## src/rtl/spi_cfg_pkg.sv

```systemverilog
package spi_cfg_pkg;

    typedef enum logic [1:0] {
        ST_IDLE  = 2'd0,
        ST_INSTR = 2'd1,
        ST_DATA  = 2'd2,
        ST_DONE  = 2'd3
    } port_state_t;

    // Bit positions inside configuration register 0.
    localparam int CFG_LSB_BIT  = 6;
    localparam int CFG_4W_BIT   = 7;

    // Length code that requests an open-ended stream.
    localparam logic [1:0] LEN_STREAM = 2'b11;

endpackage

```

## src/rtl/spi_cfg_sync.sv

```systemverilog
module spi_cfg_sync #(
    parameter int STAGES = 2
) (
    input  logic clk,
    input  logic rst_n,
    input  logic cs_n,
    input  logic sclk,
    input  logic din,
    output logic cs_low,
    output logic sclk_rise,
    output logic sclk_fall,
    output logic din_s
);
    localparam int TOP = STAGES - 1;

    logic [TOP:0] cs_q;
    logic [TOP:0] ck_q;
    logic [TOP:0] d_q;
    logic         ck_prev;

    generate
        if (STAGES == 1) begin : g_single
            always_ff @(posedge clk or negedge rst_n) begin
                if (!rst_n) begin
                    cs_q <= '1;
                    ck_q <= '0;
                    d_q  <= '0;
                end else begin
                    cs_q <= cs_n;
                    ck_q <= sclk;
                    d_q  <= din;
                end
            end
        end else begin : g_chain
            always_ff @(posedge clk or negedge rst_n) begin
                if (!rst_n) begin
                    cs_q <= '1;
                    ck_q <= '0;
                    d_q  <= '0;
                end else begin
                    cs_q <= {cs_q[TOP-1:0], cs_n};
                    ck_q <= {ck_q[TOP-1:0], sclk};
                    d_q  <= {d_q[TOP-1:0], din};
                end
            end
        end
    endgenerate

    always_ff @(posedge clk or negedge rst_n) begin
        if (!rst_n) ck_prev <= 1'b0;
        else        ck_prev <= ck_q[TOP];
    end

    assign cs_low    = ~cs_q[TOP];
    assign sclk_rise =  ck_q[TOP] & ~ck_prev;
    assign sclk_fall = ~ck_q[TOP] &  ck_prev;
    assign din_s     =  d_q[TOP];

endmodule

```

## src/rtl/spi_cfg_regs.sv

```systemverilog
module spi_cfg_regs
    import spi_cfg_pkg::*;
#(
    parameter int NREG   = 256,
    parameter int DATA_W = 8,
    parameter int AW     = $clog2(NREG)
) (
    input  logic              clk,
    input  logic              rst_n,
    input  logic              we,
    input  logic [AW-1:0]     waddr,
    input  logic [DATA_W-1:0] wdata,
    input  logic [AW-1:0]     raddr,
    output logic [DATA_W-1:0] rdata,
    output logic              lsb_first,
    output logic              four_wire
);
    logic [DATA_W-1:0] mem [NREG];

    always_ff @(posedge clk or negedge rst_n) begin
        if (!rst_n) begin
            for (int i = 0; i < NREG; i++) mem[i] <= '0;
        end else if (we) begin
            mem[waddr] <= wdata;
        end
    end

    assign rdata     = mem[raddr];
    assign lsb_first = mem[0][CFG_LSB_BIT];
    assign four_wire = mem[0][CFG_4W_BIT];

endmodule

```

## src/rtl/spi_cfg_fsm.sv

```systemverilog
module spi_cfg_fsm
    import spi_cfg_pkg::*;
#(
    parameter int ADDR_W = 13,
    parameter int REG_AW = 8,
    parameter int DATA_W = 8
) (
    input  logic              clk,
    input  logic              rst_n,
    input  logic              cs_low,
    input  logic              sclk_rise,
    input  logic              sclk_fall,
    input  logic              din,
    input  logic              lsb_cfg,
    input  logic [DATA_W-1:0] rdata,
    output logic              we,
    output logic [REG_AW-1:0] waddr,
    output logic [DATA_W-1:0] wdata,
    output logic [REG_AW-1:0] raddr,
    output logic              out_bit,
    output logic              rd_active,
    output port_state_t       state,
    output logic [ADDR_W-1:0] addr_q,
    output logic              lsb_q,
    output logic [1:0]        len_q
);
    localparam int INSTR_W  = ADDR_W + 3;
    localparam int CNT_W    = $clog2(INSTR_W);
    localparam int BYTE_LOG = $clog2(DATA_W);
    localparam logic [CNT_W-1:0] LAST_INSTR = CNT_W'(INSTR_W - 1);
    localparam logic [CNT_W-1:0] LAST_DATA  = CNT_W'(DATA_W - 1);
    localparam logic [CNT_W-1:0] CNT_ONE    = CNT_W'(1);

    port_state_t          state_nx;
    logic [CNT_W-1:0]     bit_cnt;
    logic [INSTR_W-1:0]   shreg;
    logic [INSTR_W-1:0]   shift_nx;
    logic [DATA_W-1:0]    byte_nx;
    logic [1:0]           nbytes;
    logic                 rw_q;
    logic                 order_now;
    logic                 edge_ok;
    logic                 at_boundary;
    logic                 pause_ok;
    logic                 final_byte;
    logic                 byte_done;
    logic [BYTE_LOG-1:0]  bit_idx;

    // ---------------- shared decode ----------------
    always_comb begin
        order_now   = (state == ST_IDLE) ? lsb_cfg : lsb_q;
        shift_nx    = order_now ? {din, shreg[INSTR_W-1:1]}
                                : {shreg[INSTR_W-2:0], din};
        byte_nx     = order_now ? shift_nx[INSTR_W-1 -: DATA_W]
                                : shift_nx[DATA_W-1:0];
        edge_ok     = cs_low & sclk_rise;
        at_boundary = (bit_cnt[BYTE_LOG-1:0] == '0);
        final_byte  = (len_q != LEN_STREAM) && (nbytes == len_q);
        byte_done   = edge_ok && (state == ST_DATA) && (bit_cnt == LAST_DATA);
        bit_idx     = lsb_q ? bit_cnt[BYTE_LOG-1:0]
                            : BYTE_LOG'(DATA_W - 1) - bit_cnt[BYTE_LOG-1:0];
        unique case (state)
            ST_INSTR: pause_ok = at_boundary;
            ST_DATA:  pause_ok = at_boundary &&
                                 ((len_q != LEN_STREAM) || (nbytes == 2'd0));
            default:  pause_ok = 1'b1;
        endcase
    end

    // ---------------- next state ----------------
    always_comb begin
        state_nx = state;
        unique case (state)
            ST_IDLE:  if (edge_ok) state_nx = ST_INSTR;                      // START
            ST_INSTR: if (!cs_low && !pause_ok) state_nx = ST_IDLE;          // ABORT
                      else if (edge_ok && bit_cnt == LAST_INSTR)
                          state_nx = ST_DATA;                                 // TO_DATA
            ST_DATA:  if (!cs_low && !pause_ok) state_nx = ST_IDLE;          // ABORT
                      else if (byte_done && final_byte) state_nx = ST_DONE;   // FINISH
            ST_DONE:  if (!cs_low) state_nx = ST_IDLE;                       // RELEASE
            default:  state_nx = ST_IDLE;
        endcase
    end

    // ---------------- state register ----------------
    always_ff @(posedge clk or negedge rst_n) begin
        if (!rst_n) state <= ST_IDLE;
        else        state <= state_nx;
    end

    // ---------------- datapath registers ----------------
    always_ff @(posedge clk or negedge rst_n) begin
        if (!rst_n) begin
            bit_cnt <= '0;
            shreg   <= '0;
            nbytes  <= '0;
            rw_q    <= 1'b0;
            len_q   <= '0;
            addr_q  <= '0;
            lsb_q   <= 1'b0;
            out_bit <= 1'b0;
        end else begin
            unique case (state)
                ST_IDLE: if (edge_ok) begin
                    lsb_q   <= lsb_cfg;
                    shreg   <= shift_nx;
                    bit_cnt <= CNT_ONE;
                    nbytes  <= '0;
                end
                ST_INSTR: if (edge_ok) begin
                    shreg <= shift_nx;
                    if (bit_cnt == LAST_INSTR) begin
                        rw_q    <= shift_nx[INSTR_W-1];
                        len_q   <= shift_nx[INSTR_W-2 -: 2];
                        addr_q  <= shift_nx[ADDR_W-1:0];
                        bit_cnt <= '0;
                    end else begin
                        bit_cnt <= bit_cnt + CNT_ONE;
                    end
                end
                ST_DATA: begin
                    if (edge_ok) begin
                        shreg <= shift_nx;
                        if (bit_cnt == LAST_DATA) begin
                            bit_cnt <= '0;
                            addr_q  <= lsb_q ? addr_q - ADDR_W'(1) : addr_q + ADDR_W'(1);
                            if (nbytes != 2'd3) nbytes <= nbytes + 2'd1;
                        end else begin
                            bit_cnt <= bit_cnt + CNT_ONE;
                        end
                    end
                    if (cs_low && sclk_fall && rw_q) out_bit <= rdata[bit_idx];
                end
                ST_DONE: ;
                default: ;
            endcase
        end
    end

    // ---------------- outputs ----------------
    always_comb begin
        we        = byte_done && !rw_q;
        waddr     = addr_q[REG_AW-1:0];
        wdata     = byte_nx;
        raddr     = addr_q[REG_AW-1:0];
        rd_active = (state == ST_DATA) && rw_q;
    end

endmodule

```

## src/rtl/spi_cfg_port.sv

```systemverilog
module spi_cfg_port
    import spi_cfg_pkg::*;
#(
    parameter int NREG        = 256,
    parameter int DATA_W      = 8,
    parameter int ADDR_W      = 13,
    parameter int SYNC_STAGES = 2
) (
    input  logic clk,
    input  logic rst_n,
    input  logic cs_n,
    input  logic sclk,
    input  logic dio_i,
    output logic dio_o,
    output logic dio_oe,
    output logic dout
);
    localparam int REG_AW = $clog2(NREG);

    logic              cs_low, sclk_rise, sclk_fall, din_s;
    logic              we, out_bit, rd_active;
    logic              lsb_first, four_wire, lsb_q;
    logic [REG_AW-1:0] waddr, raddr;
    logic [DATA_W-1:0] wdata, rdata;
    logic [ADDR_W-1:0] addr_q;
    logic [1:0]        len_q;
    port_state_t       fsm_state;

    spi_cfg_sync #(.STAGES(SYNC_STAGES)) u_sync (
        .clk(clk), .rst_n(rst_n), .cs_n(cs_n), .sclk(sclk), .din(dio_i),
        .cs_low(cs_low), .sclk_rise(sclk_rise), .sclk_fall(sclk_fall), .din_s(din_s)
    );

    spi_cfg_fsm #(.ADDR_W(ADDR_W), .REG_AW(REG_AW), .DATA_W(DATA_W)) u_fsm (
        .clk(clk), .rst_n(rst_n), .cs_low(cs_low), .sclk_rise(sclk_rise),
        .sclk_fall(sclk_fall), .din(din_s), .lsb_cfg(lsb_first), .rdata(rdata),
        .we(we), .waddr(waddr), .wdata(wdata), .raddr(raddr), .out_bit(out_bit),
        .rd_active(rd_active), .state(fsm_state), .addr_q(addr_q), .lsb_q(lsb_q),
        .len_q(len_q)
    );

    spi_cfg_regs #(.NREG(NREG), .DATA_W(DATA_W), .AW(REG_AW)) u_regs (
        .clk(clk), .rst_n(rst_n), .we(we), .waddr(waddr), .wdata(wdata),
        .raddr(raddr), .rdata(rdata), .lsb_first(lsb_first), .four_wire(four_wire)
    );

    assign dio_o  = out_bit;
    assign dio_oe = ~cs_n & rd_active & ~four_wire;
    assign dout   = (four_wire && rd_active) ? out_bit : 1'b1;

endmodule

```

## config.mk

```make
export PLATFORM = sky130hd
export DESIGN_NAME = spi_cfg_port
export DESIGN_NICKNAME = d
export VERILOG_FILES = /design/src/rtl/spi_cfg_pkg.sv /design/src/rtl/spi_cfg_sync.sv /design/src/rtl/spi_cfg_regs.sv /design/src/rtl/spi_cfg_fsm.sv /design/src/rtl/spi_cfg_port.sv
export SDC_FILE = /design/constraint.sdc
export NUM_CORES = 2
export LEC_CHECK = 0
export ABC_AREA = 1
export ABC_CLOCK_PERIOD_IN_PS = 3300
export BUFFER_PORTS_ARGS = -buffer_cell sky130_fd_sc_hd__buf_2
export CORE_MARGIN = 2
export CORE_UTILIZATION = 60
export DETAILED_ROUTE_END_ITERATION = 10
export PLACE_DENSITY = 0.78
export SYNTH_ARGS = -nofsm -noshare
export SYNTH_HDL_FRONTEND = slang
export SYNTH_SLANG_ARGS = --single-unit
```

## constraint.sdc

```tcl
create_clock -name clk -period 3.3 [get_ports clk]
set_input_delay 0.66 -clock clk [delete_from_list [all_inputs] [get_ports clk]]
set_output_delay 0.66 -clock clk [all_outputs]
set_load 0.02 [all_outputs]
```

==> out/results.tsv <==
stage	metric	value	unit
logic_synthesis	synth.cells.most_frequent	sky130_fd_sc_hd__nand2_1 (5,782), sky130_fd_sc_hd__dfrtp_1 (2,090), sky130_fd_sc_hd__o21ai_0 (1,988)	
global_route	grt_first_pass_wirelength	467300	microns
global_route	global_route_usage_over_all_layers	36.66	%
global_route	grt_max_degree	107	
die	chipHeight	403.7	microns
logic_synthesis	most_frequently_used_cell_type_in_the_post_synthesis_netlist	sky130_fd_sc_hd__nand2_1	
die	core	158600	sq um
die	die_width	403.7	microns
sta	hold_violations_final	0	
placement	preCtsSetupSlack	-241.5	ps
logic_synthesis	synthArstFlopShare	100.0	%
layout	antenna-diode-count	0	
logic_synthesis	yosys.area.top_type	sky130_fd_sc_hd__dfrtp_1	
clocking	ctsHtreeMaxLevel	4	
logic_synthesis	ys_dominant_reg_cell	sky130_fd_sc_hd__dfrtp_1	
layout	fillerInstances	12630	
placement	gp_routability_congestion	0.9495	
clocking	clock_tree_from_tritoncts	done	
clocking	tritoncts_num_sinks	2092	
hold_path	hold_path.class	register to register	
die	ports	8	
placement	post_place_cell_area	98750	sq um
logic_synthesis	netlist-cell-type-count	44	
placement	detailedPlacementHpwl	184100	microns
sta	relSlewSlack	25.47	%
clocking	clock_transition_time_at_the_flip_flop_clock_pins_of_the_worst_setup_and_hold_paths	70	ps
logic_synthesis	synth_area_per_cell	7.993	sq um
die	dieArea	163000	sq um
placement	port_buffers	7	
pwr	pwr_dens	648.0	nW/um^2
worst_setup_path	endpoint_kind	register	
logic_synthesis	synth-seq-cells	2092	
clocking	cts_inserted_buffers	208	
layout	ratio_of_cells_with_drive_above_1_in_the_final_layout	8.119	%
worst_setup_path	worstPathArrival	4060	ps
pwr	maximum_ir_drop_on_the_vdd_rail	0.0008109	V
routing	drt_iter0_drc	12220	
global_route	grt.overflow.total	0	
worst_setup_path	maximum_fanout_count_along_the_critical_path	53	
logic_synthesis	ys_warn_count	0	
routing	avgViaCountPerCell	6.087	
routing	drt.antenna.violating_nets	0	
logic_synthesis	synth_edf_count	0	
routing	wl_per_cell	21.37	microns
sta	final_critical_path_required_period	3310	ps
sta	grt_setup_unrepaired	false	
logic_synthesis	synth_top_cells_by_area	sky130_fd_sc_hd__dfrtp_1 (55%), sky130_fd_sc_hd__nand2_1 (23%), sky130_fd_sc_hd__o21ai_0 (10%)	
logic_synthesis	portion_of_the_post_synthesis_area_used_by_sequential_elements	54.61	%
routing	via_count	85030	
sta	slew_worst_pin	1106	ps
routing	drt_pass1_iterations	8	
layout	final_cells	13970	
global_route	number_of_global_route_vias_before_repair	80900	
sta	clock.fmax	302.1	MHz
sta	postLayoutSetupSlackWorst	-10.02	ps
clocking	clock_latency	860	ps
global_route	number_of_antenna_violations_at_the_first_check_in_global_routing	4	
logic_synthesis	gate_count_of_the_mapped_netlist	11990	
sta	final_min_period_over_clock_period	100.3	%
status	status	complete, but fails checks	
layout	final_design_area_no_fill	105900	sq um
die	floorplan.initialDensity	60.46	%
clocking	clock_tree.buffer_depth	3	
logic_synthesis	syn-num-nets	12020	
layout	final_core_util	66.78	%
layout	areaGrowthSynthToFinish	10.46	%
clocking	clk_root_buffer_cell	sky130_fd_sc_hd__clkbuf_16	
worst_setup_path	startpoint_type	register	
logic_synthesis	proportion_of_netlist_area_held_by_the_largest_area_contributor	54.56	%
routing	route.detailed.drc	0	
pwr	p_leak	51.38	nW
layout	count_of_nets_after_finishing	11750	
worst_setup_path	timing.setup.critical_path_class	register to register	
flow_run	max-cap-violations	0	
sta	setup_viol	1	
die	rows	146	
sta	final_max_slew_viol_count	0	
routing	route.final.wire_length	298500	microns
sta	finalClockSkew	36.41	ps
logic_synthesis	mappedNetlistArea	95870	sq um
status	violated_checks	setup timing	
placement	placed_cells_incl_taps	13580	
worst_setup_path	timing.critical_path.required	4050	ps
==> report_power, final <==
part           leakage (nW)  internal (mW)  switching (mW)
clock                  3.46           14.1            10.3
sequential             29.2           25.8           0.210
combinational          18.7           3.75            14.4
==> through the flow <==
| stage | hold WS [ps] | setup TNS [ps] | total power [mW] |
|---|---|---|---|
| global placement | 340.4 | -302.5 | 43.64 |
| finish | 354.2 | -10.02 | 68.62 |
| global route | 359.8 | 0 | 70.03 |
| floorplan | 331.2 | 0 | 34.80 |
| CTS | 354.2 | 0 | 67.85 |
| detailed placement | 337.8 | -241.5 | 43.76 |
==> worst paths after layout <==
check,start,endpoint,slack (ps),cells after the start
worst max register to register,u_fsm.addr_q[0],u_fsm.out_bit,-10,19
worst min-delay path,u_sync.d_q[0],u_sync.d_q[1],350,0
min in group asynchronous,rst_n,u_regs.mem[1356],370,2
worst max-delay path,u_fsm.addr_q[0],u_fsm.out_bit,-10,19
max in group asynchronous,rst_n,u_regs.mem[270],1680,4
worst min register to register,u_sync.d_q[0],u_sync.d_q[1],350,0
==> worst max-delay path, stage by stage, from the launching register on <==
cell and delay (ps):
sky130_fd_sc_hd__dfrtp_4 590, sky130_fd_sc_hd__buf_12 180, sky130_fd_sc_hd__buf_12 200, sky130_fd_sc_hd__buf_4 240
sky130_fd_sc_hd__nand2_1 60, sky130_fd_sc_hd__nand2_1 50, sky130_fd_sc_hd__nand2_1 50, sky130_fd_sc_hd__nand2_1 90
sky130_fd_sc_hd__nand2_1 70, sky130_fd_sc_hd__nand2_1 100, sky130_fd_sc_hd__o21ai_1 410, sky130_fd_sc_hd__nand2_1 270
sky130_fd_sc_hd__nor2_1 170, sky130_fd_sc_hd__nor2_1 80, sky130_fd_sc_hd__nor2_1 130, sky130_fd_sc_hd__nand2_1 80
sky130_fd_sc_hd__nand3_1 80, sky130_fd_sc_hd__nand3_1 100, sky130_fd_sc_hd__nand3_1 100, sky130_fd_sc_hd__nand2_1 60
==> cell families after synthesis <==
kind of cell	share of synthesized area (%)
mux	0.02219
buf+inv	4.693
simple gates	27.42
fa+ha+maj	0.2297
flops	54.61
xor+xnor	0.05482
compound gates	12.97
==> cell type report <==
type	count	area, sq um	area share [%]
Clock inverter	67	837.1	0.7905
Tap cell	2072	2592	2.448
Sequential cell	2092	52360	49.45
Clock buffer	311	6167	5.824
Multi-Input combinational cell	8955	39100	36.92
Timing Repair Buffer	384	4424	4.178
Inverter	89	419.2	0.3958
==> sequential cells by signal (all words and copies together), names as in the netlist, 2 cells and up <==
| register | flops |
|---|---|
| u_fsm.addr_q | 8 |
| u_fsm.bit_cnt | 4 |
| u_fsm.len_q | 2 |
| u_fsm.nbytes | 2 |
| u_fsm.shreg | 16 |
| u_fsm.state | 2 |
| u_regs.mem | 2046 |
| u_sync.ck_q | 2 |
| u_sync.cs_q | 2 |
| u_sync.d_q | 2 |
==> layer usage <==
| metal | vias to the layer above | global-route usage (%) | wire (microns) | share of wire [%] |
|---|---|---|---|---|
| met2 | 5009 | 55.46 | 132400 | 44 |
| li1 | 37990 | - | - | - |
| met1 | 41130 | 50.15 | 115900 | 39 |
| met4 | 2 | 18.13 | 15820 | 5.3 |
| met3 | 905 | 8.344 | 34300 | 11 |
| met5 | - | 0 | 12 | 0.0040 |
==> what timing repair did <==
action	CTS	global route
hold buffers	4	0
gates resized for setup	8	26
pin swaps	0	2
setup buffers	0	6
hold endpoints to repair	28	0
cloned	0	0
endpoints found under the setup margin	1	1
==> placed cells by master (no fill, tap or decap), types with 5 or more instances in the layout <==
master / synthesis / layout
sky130_fd_sc_hd__a21oi_1: 107 / 107
sky130_fd_sc_hd__a22oi_1: 57 / 57
sky130_fd_sc_hd__buf_12: 0 / 122
sky130_fd_sc_hd__buf_2: 296 / 6
sky130_fd_sc_hd__buf_4: 13 / 251
sky130_fd_sc_hd__bufinv_16: 0 / 16
sky130_fd_sc_hd__clkbuf_1: 462 / 50
sky130_fd_sc_hd__clkbuf_16: 0 / 212
sky130_fd_sc_hd__clkbuf_8: 0 / 49
sky130_fd_sc_hd__clkinv_2: 0 / 35
sky130_fd_sc_hd__dfrtp_1: 2090 / 2088
sky130_fd_sc_hd__ha_1: 16 / 16
sky130_fd_sc_hd__inv_1: 63 / 62
sky130_fd_sc_hd__inv_2: 26 / 15
sky130_fd_sc_hd__inv_6: 0 / 7
sky130_fd_sc_hd__inv_8: 0 / 11
sky130_fd_sc_hd__nand2_1: 5782 / 5782
sky130_fd_sc_hd__nand2_2: 42 / 42
sky130_fd_sc_hd__nand2_4: 122 / 122
sky130_fd_sc_hd__nand3_1: 181 / 181
sky130_fd_sc_hd__nand4_1: 159 / 159
sky130_fd_sc_hd__nor2_1: 151 / 141
sky130_fd_sc_hd__nor2_2: 9 / 13
sky130_fd_sc_hd__nor2_4: 26 / 32
sky130_fd_sc_hd__o21ai_0: 1988 / 1969
sky130_fd_sc_hd__o21ai_1: 272 / 284
sky130_fd_sc_hd__o21ai_2: 5 / 12
sky130_fd_sc_hd__xor2_1: 5 / 5
Note: power is estimated with default switching activity, not from simulation.
